===== config.mk =====
export PLATFORM = sky130hd
export DESIGN_NAME = pwm_temp_decoder
export DESIGN_NICKNAME = d
export VERILOG_FILES = /design/src/rtl/pwm_temp_pkg.sv /design/src/rtl/pwm_edge_sync.sv /design/src/rtl/pwm_period_meter.sv /design/src/rtl/pwm_duty_divider.sv /design/src/rtl/pwm_temp_scale.sv /design/src/rtl/pwm_temp_decoder.sv
export SDC_FILE = /design/constraint.sdc
export NUM_CORES = 1
export LEC_CHECK = 0
export ABC_AREA = 1
export BUFFER_PORTS_ARGS = -buffer_cell sky130_fd_sc_hd__buf_2
export CAP_MARGIN = 10
export CORE_MARGIN = 5
export CORE_UTILIZATION = 32
export CTS_BUF_LIST = sky130_fd_sc_hd__clkbuf_8
export DETAILED_ROUTE_END_ITERATION = 8
export GPL_ROUTABILITY_DRIVEN = 0
export SYNTH_ARGS = -nofsm -noshare
export SYNTH_HDL_FRONTEND = slang
export SYNTH_SLANG_ARGS = --single-unit
export TNS_END_PERCENT = 10

===== constraint.sdc =====
create_clock -name clk -period 5 [get_ports clk]
set_input_delay 0.25 -clock clk [delete_from_list [all_inputs] [get_ports clk]]
set_output_delay 0.25 -clock clk [all_outputs]
set_load 0.05 [all_outputs]

===== src/rtl/pwm_temp_pkg.sv =====
package pwm_temp_pkg;

  typedef enum logic [1:0] {
    LS_WAIT = 2'd0,
    LS_RUN  = 2'd1,
    LS_OVT  = 2'd2,
    LS_LOST = 2'd3
  } line_st_e;

  function automatic logic in_span(input int unsigned v,
                                   input int unsigned lo,
                                   input int unsigned hi);
    return (v >= lo) && (v <= hi);
  endfunction

endpackage


===== src/rtl/pwm_edge_sync.sv =====
module pwm_edge_sync #(
  parameter int SYNC_N = 2
) (
  input  logic clk,
  input  logic rst,
  input  logic pin_i,
  output logic level_o,
  output logic rise_o,
  output logic fall_o
);

  logic [SYNC_N-1:0] sh;
  logic              prev;

  always_ff @(posedge clk) begin
    if (rst) begin
      sh     <= '0;
      prev   <= 1'b0;
      rise_o <= 1'b0;
      fall_o <= 1'b0;
    end else begin
      sh     <= {sh[SYNC_N-2:0], pin_i};
      prev   <= sh[SYNC_N-1];
      rise_o <= sh[SYNC_N-1] & ~prev;
      fall_o <= ~sh[SYNC_N-1] & prev;
    end
  end

  assign level_o = prev;

  // an edge pulse is one or the other, never both
  p_edge_excl_r1: assert property (@(posedge clk) disable iff (rst)
    !(rise_o && fall_o));

  // a rising pulse is reported with the level already high
  p_rise_level_r1: assert property (@(posedge clk) disable iff (rst)
    rise_o |-> level_o);

endmodule


===== src/rtl/pwm_period_meter.sv =====
module pwm_period_meter
  import pwm_temp_pkg::*;
#(
  parameter int CNT_W   = 16,
  parameter int WIN_LO  = 8334,
  parameter int WIN_HI  = 13888,
  parameter int TIMEOUT = 27778
) (
  input  logic             clk,
  input  logic             rst,
  input  logic             level_i,
  input  logic             rise_i,
  input  logic             fall_i,
  output logic             start_o,
  output logic [CNT_W-1:0] hi_len_o,
  output logic [CNT_W-1:0] per_len_o,
  output logic             fault_o,
  output logic             lost_o
);

  localparam int TO_W = $clog2(TIMEOUT + 1);
  localparam logic [CNT_W-1:0] CNT_TOP = {CNT_W{1'b1}} - 1'b1;

  line_st_e         st;
  logic [CNT_W-1:0] per_cnt;
  logic [CNT_W-1:0] hi_cap;
  logic [TO_W-1:0]  idle_cnt;
  logic [CNT_W-1:0] len_now;
  logic             win_ok;
  logic             idle_hit;
  logic             any_edge;

  assign len_now  = per_cnt + 1'b1;
  assign win_ok   = in_span(32'(len_now), WIN_LO, WIN_HI);
  assign idle_hit = (idle_cnt == TO_W'(TIMEOUT));
  assign any_edge = rise_i | fall_i;

  always_ff @(posedge clk) begin
    if (rst) begin
      st        <= LS_WAIT;
      per_cnt   <= '0;
      hi_cap    <= '0;
      idle_cnt  <= '0;
      start_o   <= 1'b0;
      hi_len_o  <= '0;
      per_len_o <= '0;
    end else begin
      start_o <= 1'b0;

      if (any_edge)        idle_cnt <= '0;
      else if (!idle_hit)  idle_cnt <= idle_cnt + 1'b1;

      if (rise_i)                 per_cnt <= '0;
      else if (per_cnt != CNT_TOP) per_cnt <= per_cnt + 1'b1;

      if (fall_i) hi_cap <= len_now;

      case (st)
        LS_WAIT: begin
          if (rise_i) st <= LS_RUN;
          else if (idle_hit && !any_edge) st <= level_i ? LS_OVT : LS_LOST;
        end
        LS_RUN: begin
          if (rise_i) begin
            if (win_ok) begin
              start_o   <= 1'b1;
              hi_len_o  <= hi_cap;
              per_len_o <= len_now;
            end
          end else if (idle_hit && !any_edge) begin
            st <= level_i ? LS_OVT : LS_LOST;
          end
        end
        LS_OVT: begin
          if (fall_i) st <= LS_WAIT;
        end
        LS_LOST: begin
          if (rise_i) st <= LS_RUN;
          else if (idle_hit && !any_edge && level_i) st <= LS_OVT;
        end
        default: st <= LS_WAIT;
      endcase
    end
  end

  assign fault_o = (st == LS_OVT);
  assign lost_o  = (st == LS_LOST);

  // the two line conditions are exclusive
  p_flags_excl_r7: assert property (@(posedge clk) disable iff (rst)
    !(fault_o && lost_o));

  // no measurement is launched while the line is held high
  p_no_start_fault_r7: assert property (@(posedge clk) disable iff (rst)
    fault_o |-> !start_o);

  // launched periods lie inside the window
  p_window_r6: assert property (@(posedge clk) disable iff (rst)
    start_o |-> (per_len_o >= CNT_W'(WIN_LO)) && (per_len_o <= CNT_W'(WIN_HI)));

  // a falling edge ends the fault
  p_fault_clear_r8: assert property (@(posedge clk) disable iff (rst)
    (fault_o && fall_i) |=> !fault_o);

  // a rising edge ends the timeout
  p_lost_clear_r9: assert property (@(posedge clk) disable iff (rst)
    (lost_o && rise_i) |=> !lost_o);

  // no measurement is launched while the line is silent
  p_no_start_lost_r9: assert property (@(posedge clk) disable iff (rst)
    lost_o |-> !start_o);

endmodule


===== src/rtl/pwm_duty_divider.sv =====
module pwm_duty_divider #(
  parameter int CNT_W  = 16,
  parameter int FRAC_W = 12
) (
  input  logic             clk,
  input  logic             rst,
  input  logic             start_i,
  input  logic [CNT_W-1:0] hi_i,
  input  logic [CNT_W-1:0] per_i,
  output logic             done_o,
  output logic [FRAC_W:0]  quo_o
);

  localparam int Q_W   = FRAC_W + 1;
  localparam int IDX_W = $clog2(Q_W);

  logic [CNT_W:0]   rem;
  logic [CNT_W-1:0] den;
  logic [IDX_W-1:0] idx;
  logic             busy;
  logic             ge;
  logic [CNT_W:0]   rem_nx;

  assign ge     = (rem >= {1'b0, den});
  assign rem_nx = ge ? (rem - {1'b0, den}) : rem;

  always_ff @(posedge clk) begin
    if (rst) begin
      rem    <= '0;
      den    <= '0;
      idx    <= '0;
      busy   <= 1'b0;
      done_o <= 1'b0;
      quo_o  <= '0;
    end else begin
      done_o <= 1'b0;
      if (start_i) begin
        rem   <= {1'b0, hi_i};
        den   <= per_i;
        idx   <= IDX_W'(Q_W - 1);
        busy  <= 1'b1;
        quo_o <= '0;
      end else if (busy) begin
        rem   <= {rem_nx[CNT_W-1:0], 1'b0};
        quo_o <= {quo_o[Q_W-2:0], ge};
        idx   <= idx - 1'b1;
        if (idx == '0) begin
          busy   <= 1'b0;
          done_o <= 1'b1;
        end
      end
    end
  end

  // a new division never arrives while one is running
  p_no_overlap_r3: assert property (@(posedge clk) disable iff (rst)
    start_i |-> !busy);

  // high time never exceeds the period handed over
  p_hi_le_per_r2: assert property (@(posedge clk) disable iff (rst)
    start_i |-> (hi_i <= per_i));

  // the duty code never exceeds unity
  p_quo_range_r3: assert property (@(posedge clk) disable iff (rst)
    done_o |-> (quo_o <= Q_W'(1 << FRAC_W)));

endmodule


===== src/rtl/pwm_temp_scale.sv =====
module pwm_temp_scale #(
  parameter int FRAC_W   = 12,
  parameter int GAIN_Q   = 41549,
  parameter int GAIN_FR  = 8,
  parameter int OFFSET_Q = 322,
  parameter int OUT_FR   = 4,
  parameter int OUT_W    = 13
) (
  input  logic                    clk,
  input  logic                    rst,
  input  logic                    done_i,
  input  logic [FRAC_W:0]         quo_i,
  output logic signed [OUT_W-1:0] temp_o,
  output logic                    valid_o
);

  localparam int Q_W    = FRAC_W + 1;
  localparam int GAIN_W = $clog2(GAIN_Q + 1);
  localparam int PROD_W = GAIN_W + Q_W;
  localparam int SHIFT  = FRAC_W + GAIN_FR - OUT_FR;

  logic [PROD_W-1:0] prod;
  logic [OUT_W-1:0]  scaled;

  assign prod   = PROD_W'(GAIN_Q) * PROD_W'(quo_i);
  assign scaled = OUT_W'(prod >> SHIFT) + OUT_W'(OFFSET_Q);

  always_ff @(posedge clk) begin
    if (rst) begin
      temp_o  <= '0;
      valid_o <= 1'b0;
    end else begin
      valid_o <= done_i;
      if (done_i) temp_o <= scaled;
    end
  end

  // the strobe is a single-cycle pulse
  p_single_strobe_r5: assert property (@(posedge clk) disable iff (rst)
    valid_o |=> !valid_o);

  // the reading only moves with the strobe
  p_hold_r5: assert property (@(posedge clk) disable iff (rst)
    !valid_o |-> $stable(temp_o));

  // a reading is never below the offset
  p_floor_r4: assert property (@(posedge clk) disable iff (rst)
    valid_o |-> (temp_o >= $signed({1'b0, OUT_W'(OFFSET_Q)})));

endmodule


===== src/rtl/pwm_temp_decoder.sv =====
module pwm_temp_decoder #(
  parameter int CNT_W      = 16,
  parameter int NOM_PERIOD = 11111,
  parameter int TIMEOUT    = 27778,
  parameter int SYNC_N     = 2,
  parameter int FRAC_W     = 12,
  parameter int GAIN_Q     = 41549,
  parameter int GAIN_FR    = 8,
  parameter int OFFSET_Q   = 322,
  parameter int OUT_FR     = 4,
  parameter int OUT_W      = 13
) (
  input  logic                    clk,
  input  logic                    rst,
  input  logic                    pwm_in,
  output logic signed [OUT_W-1:0] temp_o,
  output logic                    temp_valid_o,
  output logic                    fault_o,
  output logic                    timeout_o
);

  localparam int WIN_LO = NOM_PERIOD - NOM_PERIOD / 4;
  localparam int WIN_HI = NOM_PERIOD + NOM_PERIOD / 4;

  logic             lvl, rise, fall;
  logic             start;
  logic [CNT_W-1:0] hi_len, per_len;
  logic             div_done;
  logic [FRAC_W:0]  quo;

  pwm_edge_sync #(.SYNC_N(SYNC_N)) u_sync (
    .clk(clk), .rst(rst), .pin_i(pwm_in),
    .level_o(lvl), .rise_o(rise), .fall_o(fall)
  );

  pwm_period_meter #(
    .CNT_W(CNT_W), .WIN_LO(WIN_LO), .WIN_HI(WIN_HI), .TIMEOUT(TIMEOUT)
  ) u_meter (
    .clk(clk), .rst(rst), .level_i(lvl), .rise_i(rise), .fall_i(fall),
    .start_o(start), .hi_len_o(hi_len), .per_len_o(per_len),
    .fault_o(fault_o), .lost_o(timeout_o)
  );

  pwm_duty_divider #(.CNT_W(CNT_W), .FRAC_W(FRAC_W)) u_div (
    .clk(clk), .rst(rst), .start_i(start), .hi_i(hi_len), .per_i(per_len),
    .done_o(div_done), .quo_o(quo)
  );

  pwm_temp_scale #(
    .FRAC_W(FRAC_W), .GAIN_Q(GAIN_Q), .GAIN_FR(GAIN_FR),
    .OFFSET_Q(OFFSET_Q), .OUT_FR(OUT_FR), .OUT_W(OUT_W)
  ) u_scale (
    .clk(clk), .rst(rst), .done_i(div_done), .quo_i(quo),
    .temp_o(temp_o), .valid_o(temp_valid_o)
  );

  // a reading is never strobed under either line condition
  p_no_strobe_flag_r7: assert property (@(posedge clk) disable iff (rst)
    temp_valid_o |-> !(fault_o || timeout_o));

endmodule


# == Word-level counts from Yosys, hierarchy flattened ==
# Cells that the tools add are included.
# totals
input_bits,3
elab_cells,78
out_inout_bits,16
regBits,153
# classes
n_eq_ne,8
n_reduce_logical,14
n_bitwise,8
multipliers,1
mux,18
add_sub_neg,5
order_cmp,3
# ops
cell,count
16-bit two-way mux,3
"16-bit by 13-bit multiplier with 29-bit output, first input constant",1
17-bit by 16-bit greater-or-equal comparator with 1-bit output,1
"16-bit by 1-bit adder with 16-bit output, second input constant",1
"16-bit by 14-bit greater-or-equal comparator with 1-bit output, second input constant",1
"16-bit by 14-bit less-or-equal comparator with 1-bit output, second input constant",1
"16-bit != test, second input constant",1
16-bit subtractor,1
"15-bit by 1-bit adder with 15-bit output, second input constant",1
"15-bit == test, second input constant",1
"13-bit by 9-bit adder with 13-bit output, second input constant",1
2-bit two-way mux,6
4-bit two-way mux,2
2-bit one-hot mux with 4 select lines,1
1-bit two-way mux,6
3-bit AND reduction,2
2-bit OR reduction,3
3-bit OR reduction,2
1-bit NOT,5
"2-bit == test, second input constant",2
4-bit zero test,1
"4-bit by 1-bit subtractor with 4-bit output, second input constant",1
1-bit logical AND,3
"3-bit by 1-bit != test with 1-bit output, second input constant",1
other kinds (8),9

# == Depth between registers and ports, before layout ==
# logic_depth
ltp_word,7
ltp_mapped,29
mapped_depth_nobuf,29

# == By module ==
# Synthesis repeated with hierarchy kept, for this count alone.
# hier_totals
hier_cells,1706
hier_area_um2,11700.0
# modules_own_cells
mod,area_each_um2,instances,seq_area_each_um2,cells_each
pwm_temp_scale,4411.7,1,280.3,624
pwm_period_meter,3880.0,1,1641.6,577
pwm_duty_divider,3268.1,1,1041.0,490
pwm_edge_sync,140.1,1,100.1,15

# == Worst setup path after synthesis ==
# No wires, ideal clock.
# synth_timing
kind,register -> register
start,register u_div.quo_o[11]
end,register u_scale.temp_o[7]
setup_ns,0.115
path_stages_with_launch,26
period_less_slack_ns,4.714
n_path_buf,0
arrival_time_ns,4.599
path_slack_ns,0.286
cell_sequence,dfxtp_1 > inv_1 > ha_1 > inv_1 > fa_1 > fa_1 > fa_1 > inv_1 > fa_1 > inv_1 > ha_1 > nand2_1 > nor2_1 > nand2_1 > inv_1 > nand2_1 > nand2_1 > nand2_1 > nand2_1 > ha_1 > nand3_1 > nor2_1 > nor2_1 > xor2_1 > o21ai_0 > inv_1
# synth_between
elab_chain_len,2
# synth_lines
item,line,source
"start, declared",pwm_duty_divider.sv:11,output logic [FRAC_W:0] quo_o
"start signal, assigned",pwm_duty_divider.sv:45,"quo_o <= {quo_o[Q_W-2:0], ge};"
16-bit by 13-bit multiplier with 29-bit output,pwm_temp_scale.sv:25,assign prod = PROD_W'(GAIN_Q) * PROD_W'(quo_i);
13-bit by 9-bit adder with 13-bit output,pwm_temp_scale.sv:26,assign scaled = OUT_W'(prod >> SHIFT) + OUT_W'(OFFSET_Q);
"end signal, assigned",pwm_temp_scale.sv:34,if (done_i) temp_o <= scaled;
"end, declared",pwm_temp_scale.sv:13,"output logic signed [OUT_W-1:0] temp_o,"
# Every way passes these cells.
# A chain may end at the register's enable or synchronous reset.

# == Worst setup path in the final report ==
# layout_timing
start,register u_div.quo_o[11]
end,register u_scale.temp_o[10]
# Same word-level chain as after synthesis.

==> results.json <==
{
  "grt_pass1_vias": 9089,
  "finalHoldViolations": 0,
  "area_growth_pct": 10.86,
  "final_layout_size_suffix_gt1_share_pct": 8.961,
  "period_minus_slack_ns": 4.782,
  "io_buffers": 18,
  "synth_edf_count": 0,
  "cts_max_level": 4,
  "first_pass_iters": 5,
  "p_leak_nw": 5.953,
  "num_io_pins": 19,
  "gr-usage-all-layers_pct": 13.55,
  "synth.yosys.seq_area_share_pct": 28.05,
  "max_slew_margin_pct": 25.57,
  "crit_path_end_kind": "flip-flop",
  "die_height_um": 194.7,
  "max_freq_mhz": 209.1,
  "hold_path_class": "in2reg",
  "tightest_slew_ns": 1.112,
  "rsz0062_at_grt": "yes",
  "required_ns": 5.36,
  "start_kind": "flip-flop",
  "critPathArrivalTime_ns": 5.14,
  "drt_iter0_drc": 529,
  "synth-seq-cells": 153,
  "max_cap_viol_count": 0,
  "synthArstFlopShare_pct": 0,
  "wl_per_cell_um": 12.76,
  "finalSetupViolCount": 0,
  "clkTransAtPathRegs_ns": 0.10,
  "worstSetupPathType": "reg2reg",
  "grt_max_degree": 49,
  "via_per_inst": 4.685,
  "fin_crit_sh_pct": 95.63,
  "grt_pass1_wl_um": 43550,
  "cp_max_fo": 3,
  "cts_buffers": 17,
  "peakVddDrop_mv": 0.2103,
  "cts_tree": "yes",
  "p_total_mw": 2.308,
  "place_inst": 1950,
  "postSynthAreaPerCell_um2": 7.235,
  "nets": 1696,
  "ant_nets": 0,
  "start_util_pct": 32.48,
  "routed_wirelength_um": 25390,
  "clk_latency_ns": 0.45,
  "num_rows": 67,
  "run_status": "finished clean",
  "dieArea_um2": 37910,
  "synth.area.top_cells": "dfxtp_1, ha_1, inv_1",
  "antenna_found_initial": 1,
  "place_hpwl_um": 19860,
  "final_max_slew_viol_count": 0,
  "synth_flop_cell": "dfxtp_1",
  "core_area_um2": 33620,
  "synth_top_area_cell": "dfxtp_1",
  "clock_sinks": 153,
  "yosysWarnings": 0,
  "grt_remaining_overflow": 0,
  "drc": 0,
  "fin_skew_ns": 0.01581,
  "synth_top_area_share_pct": 28.05,
  "die_width_um": 194.7,
  "syn_area_um2": 10920,
  "synth_fp_nets": 1678,
  "ys_types": 48,
  "fillers": 3558,
  "syn_inst": 1509,
  "cellPowerDensity_nw_per_um2": 190.7,
  "instances_no_fill": 1989,
  "clockRootBuffer": "clkbuf_8",
  "cts_buffer_depth": 2,
  "vias": 9318
}
-- layout make-up --
class	count	area [µm²]	area share (%)
Clock buffer	17	234.0	1.933
Clock inverter	15	192.7	1.592
Antenna cell	1	2.502	0.02067
Inverter	286	1074	8.869
Timing Repair Buffer	41	265.3	2.191
Sequential cell	153	3065	25.33
Tap cell	448	560.5	4.631
Multi-Input combinational cell	1028	6710	55.44
-- kinds of logic (layout without fill, tap and decap cells) --
kind of cell	after synthesis	after routing	share of synthesized area, %
xor gates and xnor gates	31	31	2.762
AOI/OAI and AO/OA	255	255	12.90
adders and majority gates	166	166	21.64
and+or+nand+nor	576	576	22.92
DFF	153	153	28.05
buffers and inverters	328	359	11.72
other	0	1	0
-- flip-flops by register name, summed over array words and instances, names as in the netlist, 2 cells and up --
register,flops
u_div.den,16
u_div.idx,4
u_div.quo_o,13
u_div.rem,17
u_meter.hi_cap,16
u_meter.hi_len_o,16
u_meter.idle_cnt,15
u_meter.per_cnt,16
u_meter.per_len_o,16
u_meter.st,2
u_scale.temp_o,13
u_sync.sh,2
-- worst max-delay path, stage by stage (launching register included) --
cell and delay (ns):
dfxtp_2 0.35, inv_1 0.06, ha_1 0.27, inv_1 0.05, fa_1 0.52, fa_1 0.43, fa_1 0.51, inv_1 0.05
fa_1 0.56, inv_1 0.07, ha_4 0.28, nand2_1 0.11, nor2_2 0.17, inv_1 0.09, nor2_2 0.10, nand4_1 0.19
nand3_2 0.14, nand2_1 0.07, nand2_2 0.10, nand2_1 0.08, nor2_1 0.10, nand3_1 0.09, nand3_1 0.10, nand3_1 0.08
nand2_1 0.09, inv_1 0.03
-- per-stage QoR --
stage               area (µm²)  TNS (ns)  util (%)  hold slack, ns  setup WS, ns
global route             12100   -0.1332     36.00          0.3135      -0.05735
CTS                      11930         0     35.48          0.2538       0.02272
global placement         11490         0     34.18          0.4009        0.1181
detailed placement       11490         0     34.18          0.3993       0.03741
floorplan                10920         0         -          0.3570        0.2858
finish                   12100         0     36.01          0.2830        0.2183
-- cells in the final DEF, fill, tap and decap left out, drive strengths merged, types with 2 or more instances in the layout --
cell,synthesis,layout
a211oi,2,2
a21oi,119,119
a22oi,16,16
a31oi,2,2
buf,15,40
bufinv,0,3
clkbuf,27,17
clkinv,5,8
clkinvlp,0,3
dfxtp,153,153
fa,38,38
ha,128,128
inv,281,287
nand2,258,258
nand3,79,79
nand3b,8,8
nand4,19,19
nor2,177,177
nor3,22,22
nor3b,2,2
nor4,3,3
o2111ai,2,2
o211ai,20,20
o21a,2,2
o21ai,84,84
o21bai,4,4
or2,6,6
xnor2,14,14
xor2,17,17
-- where the power goes --
part           internal [mW]  leakage, nW  switching [mW]  total, mW
Clock                  0.505        0.209           0.509       1.01
Combinational         0.0167         4.51          0.0413     0.0581
Sequential              1.23         1.24         0.00943       1.24
-- path summary, 6_finish.rpt --
check / startpoint / endpoint / slack [ns] / cells after the start
min: rst / u_meter.per_cnt[14] / 0.28 / 4
max: u_div.quo_o[11] / u_scale.temp_o[10] / 0.22 / 25
min reg2reg: u_sync.sh[0] / u_sync.sh[1] / 0.41 / 2
max reg2reg: u_div.quo_o[11] / u_scale.temp_o[10] / 0.22 / 25
-- what timing repair did --
| item | 4_1_cts | 5_1_grt |
|---|---|---|
| endpoints found under the hold margin | 1 | 0 |
| setup endpoints to repair | 0 | 9 |
| resized for setup | 0 | 41 |
| buffers inserted | 0 | 4 |
| hold buffers | 1 | 0 |
-- synthesized netlist by cell type, drive strengths merged (2+ instances only) --
cell type and instances:
inv 281, nand2 258, nor2 177, dfxtp 153, ha 128, a21oi 119, o21ai 84, nand3 79
fa 38, clkbuf 27, nor3 22, o211ai 20, nand4 19, xor2 17, a22oi 16, buf 15
xnor2 14, nand3b 8, or2 6, clkinv 5, o21bai 4, nor4 3, a211oi 2, a31oi 2
nor3b 2, o2111ai 2, o21a 2
-- per-layer routing --
layer  track usage (%)  share of wire (%)  wire [µm]  vias up
met1             19.17                 51      12890     4271
met5                 0                  0          0        -
met4             4.010                1.5        372        0
met3             1.818                2.9        744       31
met2             21.60                 45      11380      153
li1                  -                  -          -     4863
Power figures use the tool's default switching activity.
